[src/rtl/chgtime_pkg.sv]
package chgtime_pkg;

  typedef enum logic [2:0] {
    PH_IDLE  = 3'd0,
    PH_PEND  = 3'd1,
    PH_FAST  = 3'd2,
    PH_TOP   = 3'd3,
    PH_MAINT = 3'd4
  } phaseT;

  // control-to-datapath strobes
  typedef struct packed {
    logic restart;
    logic tick;
    logic inFast;
    logic inTop;
    logic inTrk;
  } strobeT;

  // strap code 11 folds onto float
  function automatic logic [1:0] pinLevel(input logic [1:0] p);
    return (p == 2'b11) ? 2'b01 : p;
  endfunction

  function automatic logic [3:0] cfgIndex(input logic [1:0] a, input logic [1:0] b);
    logic [3:0] ia, ib;
    ia = {2'b00, pinLevel(a)};
    ib = {2'b00, pinLevel(b)};
    return ia + 4'd3 * ib;
  endfunction

  function automatic logic [8:0] limitMinutes(input logic [3:0] idx);
    case (idx)
      4'd0:           return 9'd360;
      4'd1, 4'd5:     return 9'd180;
      4'd2, 4'd6:     return 9'd90;
      4'd3, 4'd7:     return 9'd45;
      default:        return 9'd23;
    endcase
  endfunction

  function automatic logic [9:0] holdSeconds(input logic [3:0] idx);
    case (idx)
      4'd0:           return 10'd137;
      4'd1, 4'd5:     return 10'd820;
      4'd2, 4'd6:     return 10'd410;
      4'd3, 4'd7:     return 10'd200;
      default:        return 10'd100;
    endcase
  endfunction

endpackage

[src/rtl/chgtime_ctrl.sv]
module chgtime_ctrl
  import chgtime_pkg::*;
#(
  parameter int MIN_TICKS        = 60,
  parameter int SEC_TICKS        = 1,
  parameter int TOP_ON_SEC       = 4,
  parameter int TOP_OFF_SEC      = 30,
  parameter int TRK_ON_TICKS     = 1,
  parameter int TRK_PERIOD_TICKS = 8,
  parameter int TW               = 16,
  parameter int HW               = 10,
  parameter int MW               = 6
) (
  input  logic          clk,
  input  logic          rstN,
  input  logic          tickIn,
  input  logic [1:0]    pinA,
  input  logic [1:0]    pinB,
  input  logic [2:0]    phaseIn,
  output strobeT        stb,
  output logic [TW-1:0] tmrLimit,
  output logic [HW-1:0] hoLimit,
  output logic [MW-1:0] modPeriod,
  output logic [MW-1:0] modOn,
  output logic          topEn,
  output logic          trkEn
);

  localparam int TOP_PERIOD = (TOP_ON_SEC + TOP_OFF_SEC) * SEC_TICKS;
  localparam int TOP_ON     = TOP_ON_SEC * SEC_TICKS;

  phaseT      phaseNorm, phaseQ;
  logic [3:0] idx;

  always_comb begin
    case (phaseIn)
      3'd1:    phaseNorm = PH_PEND;
      3'd2:    phaseNorm = PH_FAST;
      3'd3:    phaseNorm = PH_TOP;
      3'd4:    phaseNorm = PH_MAINT;
      default: phaseNorm = PH_IDLE;
    endcase
  end

  always_ff @(posedge clk or negedge rstN) begin
    if (!rstN) phaseQ <= PH_IDLE;
    else       phaseQ <= phaseNorm;
  end

  assign idx      = cfgIndex(pinA, pinB);
  assign topEn    = (idx >= 4'd5);
  assign trkEn    = (idx != 4'd0);
  assign tmrLimit = TW'(int'(limitMinutes(idx)) * MIN_TICKS);
  assign hoLimit  = HW'(int'(holdSeconds(idx)) * SEC_TICKS);

  always_comb begin
    stb.restart = (phaseNorm != phaseQ);
    stb.tick    = tickIn;
    stb.inFast  = (phaseQ == PH_FAST);
    stb.inTop   = (phaseQ == PH_TOP);
    stb.inTrk   = (phaseQ == PH_PEND) || (phaseQ == PH_MAINT);
    if (stb.inTrk) begin
      modOn     = MW'(TRK_ON_TICKS);
      modPeriod = topEn ? MW'(2 * TRK_PERIOD_TICKS) : MW'(TRK_PERIOD_TICKS);
    end else begin
      modOn     = MW'(TOP_ON);
      modPeriod = MW'(TOP_PERIOD);
    end
  end

  // at most one phase region is active at a time
  assert_one_region_R10: assert property (@(posedge clk) disable iff (!rstN)
    $onehot0({stb.inFast, stb.inTop, stb.inTrk}))
    else $error("phase regions overlap");

endmodule

[src/rtl/chgtime_dp.sv]
module chgtime_dp
  import chgtime_pkg::*;
#(
  parameter int TW = 16,
  parameter int HW = 10,
  parameter int MW = 6
) (
  input  logic          clk,
  input  logic          rstN,
  input  strobeT        stb,
  input  logic [TW-1:0] tmrLimit,
  input  logic [HW-1:0] hoLimit,
  input  logic [MW-1:0] modPeriod,
  input  logic [MW-1:0] modOn,
  input  logic          topEn,
  input  logic          trkEn,
  output logic          gate,
  output logic          timeoutFlag,
  output logic          holdoffActive
);

  logic [TW-1:0] tmrCnt;
  logic [HW-1:0] hoCnt;
  logic [MW-1:0] modCnt;

  always_ff @(posedge clk or negedge rstN) begin
    if (!rstN) begin
      tmrCnt <= '0;
      hoCnt  <= '0;
      modCnt <= '0;
    end else if (stb.restart) begin
      tmrCnt <= '0;
      hoCnt  <= '0;
      modCnt <= '0;
    end else if (stb.tick) begin
      if ((stb.inFast || stb.inTop) && (tmrCnt < tmrLimit))
        tmrCnt <= tmrCnt + 1'b1;
      if (stb.inFast && (hoCnt < hoLimit))
        hoCnt <= hoCnt + 1'b1;
      if (stb.inTop || stb.inTrk)
        modCnt <= (modCnt >= modPeriod - 1'b1) ? '0 : modCnt + 1'b1;
    end
  end

  assign timeoutFlag   = (stb.inFast || stb.inTop) && (tmrCnt >= tmrLimit);
  assign holdoffActive = stb.inFast && (hoCnt < hoLimit);

  always_comb begin
    if (stb.inFast)      gate = !timeoutFlag;
    else if (stb.inTop)  gate = topEn && !timeoutFlag && (modCnt < modOn);
    else if (stb.inTrk)  gate = trkEn && (modCnt < modOn);
    else                 gate = 1'b0;
  end

  assert_timeout_sticky_R4: assert property (@(posedge clk) disable iff (!rstN)
    (timeoutFlag && !stb.restart) |=> timeoutFlag)
    else $error("timeout dropped inside a phase");

  assert_gate_cut_R4: assert property (@(posedge clk) disable iff (!rstN)
    timeoutFlag |-> !gate)
    else $error("gate high after timeout");

  assert_holdoff_once_R2: assert property (@(posedge clk) disable iff (!rstN)
    (!holdoffActive && stb.inFast && !stb.restart) |=> !holdoffActive)
    else $error("hold-off reopened in fast charge");

  assert_no_trickle_timeout_R7: assert property (@(posedge clk) disable iff (!rstN)
    stb.inTrk |-> !timeoutFlag)
    else $error("timeout in trickle");

  assert_mod_range_R5: assert property (@(posedge clk) disable iff (!rstN)
    (stb.inTop || stb.inTrk) |-> (modCnt < modPeriod))
    else $error("modulation count out of period");

endmodule

[src/rtl/chgtime_mod.sv]
module chgtime_mod
  import chgtime_pkg::*;
#(
  parameter int MIN_TICKS        = 60,
  parameter int SEC_TICKS        = 1,
  parameter int TOP_ON_SEC       = 4,
  parameter int TOP_OFF_SEC      = 30,
  parameter int TRK_ON_TICKS     = 1,
  parameter int TRK_PERIOD_TICKS = 8
) (
  input  logic       clk,
  input  logic       rstN,
  input  logic       tick,
  input  logic [1:0] cfgPin1,
  input  logic [1:0] cfgPin2,
  input  logic [2:0] phase,
  output logic       gate,
  output logic       timeoutFlag,
  output logic       holdoffActive
);

  localparam int MAX_TMR = 360 * MIN_TICKS;
  localparam int MAX_HO  = 820 * SEC_TICKS;
  localparam int TOP_P   = (TOP_ON_SEC + TOP_OFF_SEC) * SEC_TICKS;
  localparam int TRK_P2  = 2 * TRK_PERIOD_TICKS;
  localparam int MAX_P   = (TOP_P > TRK_P2) ? TOP_P : TRK_P2;
  localparam int TW      = $clog2(MAX_TMR + 1);
  localparam int HW      = $clog2(MAX_HO + 1);
  localparam int MW      = $clog2(MAX_P + 1);

  strobeT        stb;
  logic [TW-1:0] tmrLimit;
  logic [HW-1:0] hoLimit;
  logic [MW-1:0] modPeriod, modOn;
  logic          topEn, trkEn;

  chgtime_ctrl #(
    .MIN_TICKS(MIN_TICKS), .SEC_TICKS(SEC_TICKS),
    .TOP_ON_SEC(TOP_ON_SEC), .TOP_OFF_SEC(TOP_OFF_SEC),
    .TRK_ON_TICKS(TRK_ON_TICKS), .TRK_PERIOD_TICKS(TRK_PERIOD_TICKS),
    .TW(TW), .HW(HW), .MW(MW)
  ) uCtrl (
    .clk(clk), .rstN(rstN), .tickIn(tick), .pinA(cfgPin1), .pinB(cfgPin2),
    .phaseIn(phase), .stb(stb), .tmrLimit(tmrLimit), .hoLimit(hoLimit),
    .modPeriod(modPeriod), .modOn(modOn), .topEn(topEn), .trkEn(trkEn)
  );

  chgtime_dp #(.TW(TW), .HW(HW), .MW(MW)) uDp (
    .clk(clk), .rstN(rstN), .stb(stb), .tmrLimit(tmrLimit), .hoLimit(hoLimit),
    .modPeriod(modPeriod), .modOn(modOn), .topEn(topEn), .trkEn(trkEn),
    .gate(gate), .timeoutFlag(timeoutFlag), .holdoffActive(holdoffActive)
  );

endmodule

[config.mk]
export PLATFORM = sky130hd
export DESIGN_NAME = chgtime_mod
export DESIGN_NICKNAME = d
export VERILOG_FILES = /design/src/rtl/chgtime_pkg.sv /design/src/rtl/chgtime_ctrl.sv /design/src/rtl/chgtime_dp.sv /design/src/rtl/chgtime_mod.sv
export SDC_FILE = /design/constraint.sdc
export NUM_CORES = 1
export LEC_CHECK = 0
export ABC_AREA = 0
export BUFFER_PORTS_ARGS = -buffer_cell sky130_fd_sc_hd__buf_2
export CORE_MARGIN = 3
export CORE_UTILIZATION = 50
export DETAILED_ROUTE_END_ITERATION = 8
export PLACE_DENSITY = 0.66
export SYNTH_ARGS = -nofsm -noshare
export SYNTH_HDL_FRONTEND = slang
export SYNTH_SLANG_ARGS = --single-unit
[constraint.sdc]
create_clock -name clk -period 36.3 [get_ports clk]
set_input_delay 10.89 -clock clk [delete_from_list [all_inputs] [get_ports clk]]
set_output_delay 10.89 -clock clk [all_outputs]
set_load 0.03 [all_outputs]
==> flow_metrics.env <==
export IMPL_endpoint_kind="primary output"
export IMPL_numCtsBuffers=5
export IMPL_peakVddDrop_mv=0.0258
export IMPL_route_detailed_drc=0
export IMPL_clk_latency_ps=290
export IMPL_min_path_type="flop to flop"
export IMPL_clockBufferDepth=2
export IMPL_wl_mm=8.21
export IMPL_syn_num_nets=504
export IMPL_min_from="uDp.hoCnt[9]$_DFFE_PN0P_"
export IMPL_clockPowerShare_pct=14.7
export IMPL_ios=13
export IMPL_worstPathRequired_ps=25410
export IMPL_maxSlewViolCount=0
export IMPL_dp_hpwl_mm=6.23
export IMPL_synth_area_leaders="dfrtp_1, ha_1, fa_1"
export IMPL_crit_end="gate"
export IMPL_clock_skew_ps=4.79
export IMPL_start_util_pct=52.4
export IMPL_cap_violations=0
export IMPL_synth_top_area_share_pct=23.4
export IMPL_cp_max_fo=9
export IMPL_relSlewSlack_pct=43.5
export IMPL_cts_tree="done"
export IMPL_io_buffers=12
export IMPL_vias=3080
export IMPL_synth_seq_cells=34
export IMPL_p_int_uw=111
export IMPL_start_kind="input pin"
export IMPL_status="finished, final reports clean"
export IMPL_synth_area_leader_cell="dfrtp_1"
export IMPL_pre_cts_ws_ps=7730
export IMPL_cp_arrival_ps=17700
export IMPL_setup_slack_ps=7710
export IMPL_synthFlopType="dfrtp_1"
export IMPL_max_freq_ghz=0.0350
export IMPL_design_power_total_uw=210
export IMPL_seq_area_frac_synth_pct=23.4
export IMPL_power_leakage_nw=1.79
export IMPL_die_x_um=91.3
export IMPL_wl_per_cell_um=15.4
export IMPL_seq_power_share_pct=18.4
export IMPL_cts_setup_buffers=0
export IMPL_num_rows=30
export IMPL_r2r_setup_slack_ps=33750
export IMPL_fin_crit_sh_pct=78.8
export IMPL_switching_power_uw=99.2
export IMPL_rr_endpoint="uDp.modCnt[3]$_DFFE_PN0P_"
export IMPL_grt_usage_pct=21.1
export IMPL_synth_edf_count=0
export IMPL_vias_per_cell=5.79
export IMPL_firstDrtPassIters=4
export IMPL_power_share_switching_pct=47.1
export IMPL_dp_cells=524
export IMPL_reg2reg_from="uCtrl.phaseQ[0]$_DFF_PN0_"
export IMPL_final_nets=508
export IMPL_rsz0062_at_grt="no"
export IMPL_worstMarginPinSlew_ps=847
export IMPL_synth_cell_type_count=53
export IMPL_grt_pass1_vias=3101
export IMPL_setup_viol=0
export IMPL_async_reset_ff_share_pct=100
export IMPL_area_delta_synth_final_pct=6.08
export IMPL_postCtsResizedCells=0
export IMPL_h_tree_depth=2
export IMPL_fin_tns_setup_ps=0
export IMPL_gp_congestion=0.842
export IMPL_dieArea_mm2=0.00834
export IMPL_r2r_cells=5
export IMPL_fin_cells=532
export IMPL_grt_overflow=0
export IMPL_postSynthAreaPerCell_um2=8.44
export IMPL_seq_area_um2=851
export IMPL_postSynthCellCount=431
export IMPL_min_period_ps=28590
export IMPL_power_density_mw_per_mm2=54.5
export IMPL_worst_setup_path_type="input pin to primary output"
export IMPL_crit_path_start="cfgPin2[0]"
export IMPL_multi_input_area_mm2=0.00256
export IMPL_cts_sinks=34
export IMPL_drive_above_1_share_pct=6.88
export IMPL_p_comb_share_pct=66.9
export IMPL_clockRootBuffer="clkbuf_8"
export IMPL_n_antenna_cell=0
export IMPL_syn_area_mm2=0.00364
export IMPL_grt_max_degree=35
export IMPL_ctsHoldBuffers=0
export IMPL_coreArea_mm2=0.00694
export IMPL_ys_warnings_count=0
export IMPL_ant_nets=0
export IMPL_fp_dieH_um=91.3
export IMPL_drt_initial_drc_count=128
export IMPL_hold_viol_final=0
export IMPL_antenna_found_initial=0
export IMPL_fillerInstances=652
export IMPL_grt_pass1_wl_mm=14.4
export IMPL_clkSlewWorstSetupHoldPaths_ps=80
export IMPL_ys_top_cells_by_count="ha_1, inv_1, dfrtp_1"
export IMPL_synthMostInstantiatedCell="ha_1"
==> per-stage QoR <==
stage	cell area, um^2	util [%]	hold WS, ps
2_1_floorplan	3640	-	517
3_3_place_gp	3770	54.2	545
3_5_place_dp	3770	54.2	553
4_1_cts	3860	55.6	567
5_1_grt	3860	55.6	581
6_report	3860	55.6	570
==> sequential cells by signal, indices dropped and copies added (netlist names) <==
signal,flops
uDp.modCnt,6
uDp.tmrCnt,15
uDp.hoCnt,10
uCtrl.phaseQ,3
==> worst max-delay path, stage by stage <==
cell and delay [ps]:
buf_2 120, or2_2 290, ha_1 280, ha_1 210, fa_1 480, or4_4 160, clkinv_2 140, nor2_1 400
inv_1 220, nor2_1 300, a21oi_1 110, fa_1 500, fa_1 550, inv_1 40, ha_1 320, a21o_1 180
a211oi_1 290, o21ai_0 160, and3_1 170, a311oi_1 260, ha_1 310, a21o_1 190, a21oi_1 510, a41oi_1 200
a31oi_1 200, buf_2 230
==> power groups by stage <==
stage	Sequential (mW)	Clock [mW]	Combinational [mW]
final	0.0386	0.0310	0.141
after global routing	0.0387	0.0334	0.163
after CTS	0.0386	0.0318	0.142
after detailed placement	0.0393	0	0.140
after global placement	0.0393	0	0.138
after floorplan	0.0391	0	0.110
==> routing by layer <==
layer	GRT usage (%)	vias to the layer above	part of all wire, %
met5	0	-	0
met4	6.28	0	1.2
met3	3.56	12	2.6
met2	34.7	38	47
met1	28.5	1445	49
li1	-	1585	-
==> kinds of logic after synthesis <==
family	share of synthesized area, %
simple gates	20.4
compound gates	20.5
mux	3.03
xor+xnor	2.89
buf+inv	6.15
fa+ha+maj	23.7
flops	23.4
==> worst min path at each step <==
stage | endpoint | slack (ps) | cells past startpoint
global route | uDp.hoCnt[9]$_DFFE_PN0P_ | 580 | 2
CTS | uDp.hoCnt[9]$_DFFE_PN0P_ | 570 | 2
finish | uDp.hoCnt[9]$_DFFE_PN0P_ | 570 | 2
global placement | uDp.hoCnt[9]$_DFFE_PN0P_ | 550 | 2
detailed placement | uDp.hoCnt[9]$_DFFE_PN0P_ | 550 | 2
floorplan | uDp.modCnt[0]$_DFFE_PN0P_ | 520 | 1
==> placed cells by master (no fill, tap or decap), types with 7 or more instances in the layout <==
cell type | netlist | final
o21ai_0 | 31 | 31
nand2_1 | 25 | 25
nor3_1 | 8 | 8
o21bai_1 | 7 | 7
xor2_1 | 9 | 9
inv_1 | 40 | 40
o31ai_1 | 11 | 11
a21o_1 | 8 | 8
nor2b_1 | 7 | 7
buf_2 | 4 | 12
dfrtp_1 | 34 | 34
nand4_1 | 11 | 11
or4_1 | 12 | 12
mux2i_1 | 11 | 11
a21oi_1 | 25 | 25
ha_1 | 53 | 53
nand3_1 | 16 | 16
nor2_1 | 29 | 29
fa_1 | 10 | 10
==> layout make-up <==
class / instances / share of cell area, %
Clock buffer: 6 / 2.14
Timing Repair Buffer: 14 / 1.94
Sequential cell: 34 / 22.0
Inverter: 41 / 4.02
Multi-Input combinational cell: 339 / 66.4
Tap cell: 96 / 3.11
Clock inverter: 2 / 0.324
Power figures use the tool's default switching activity.
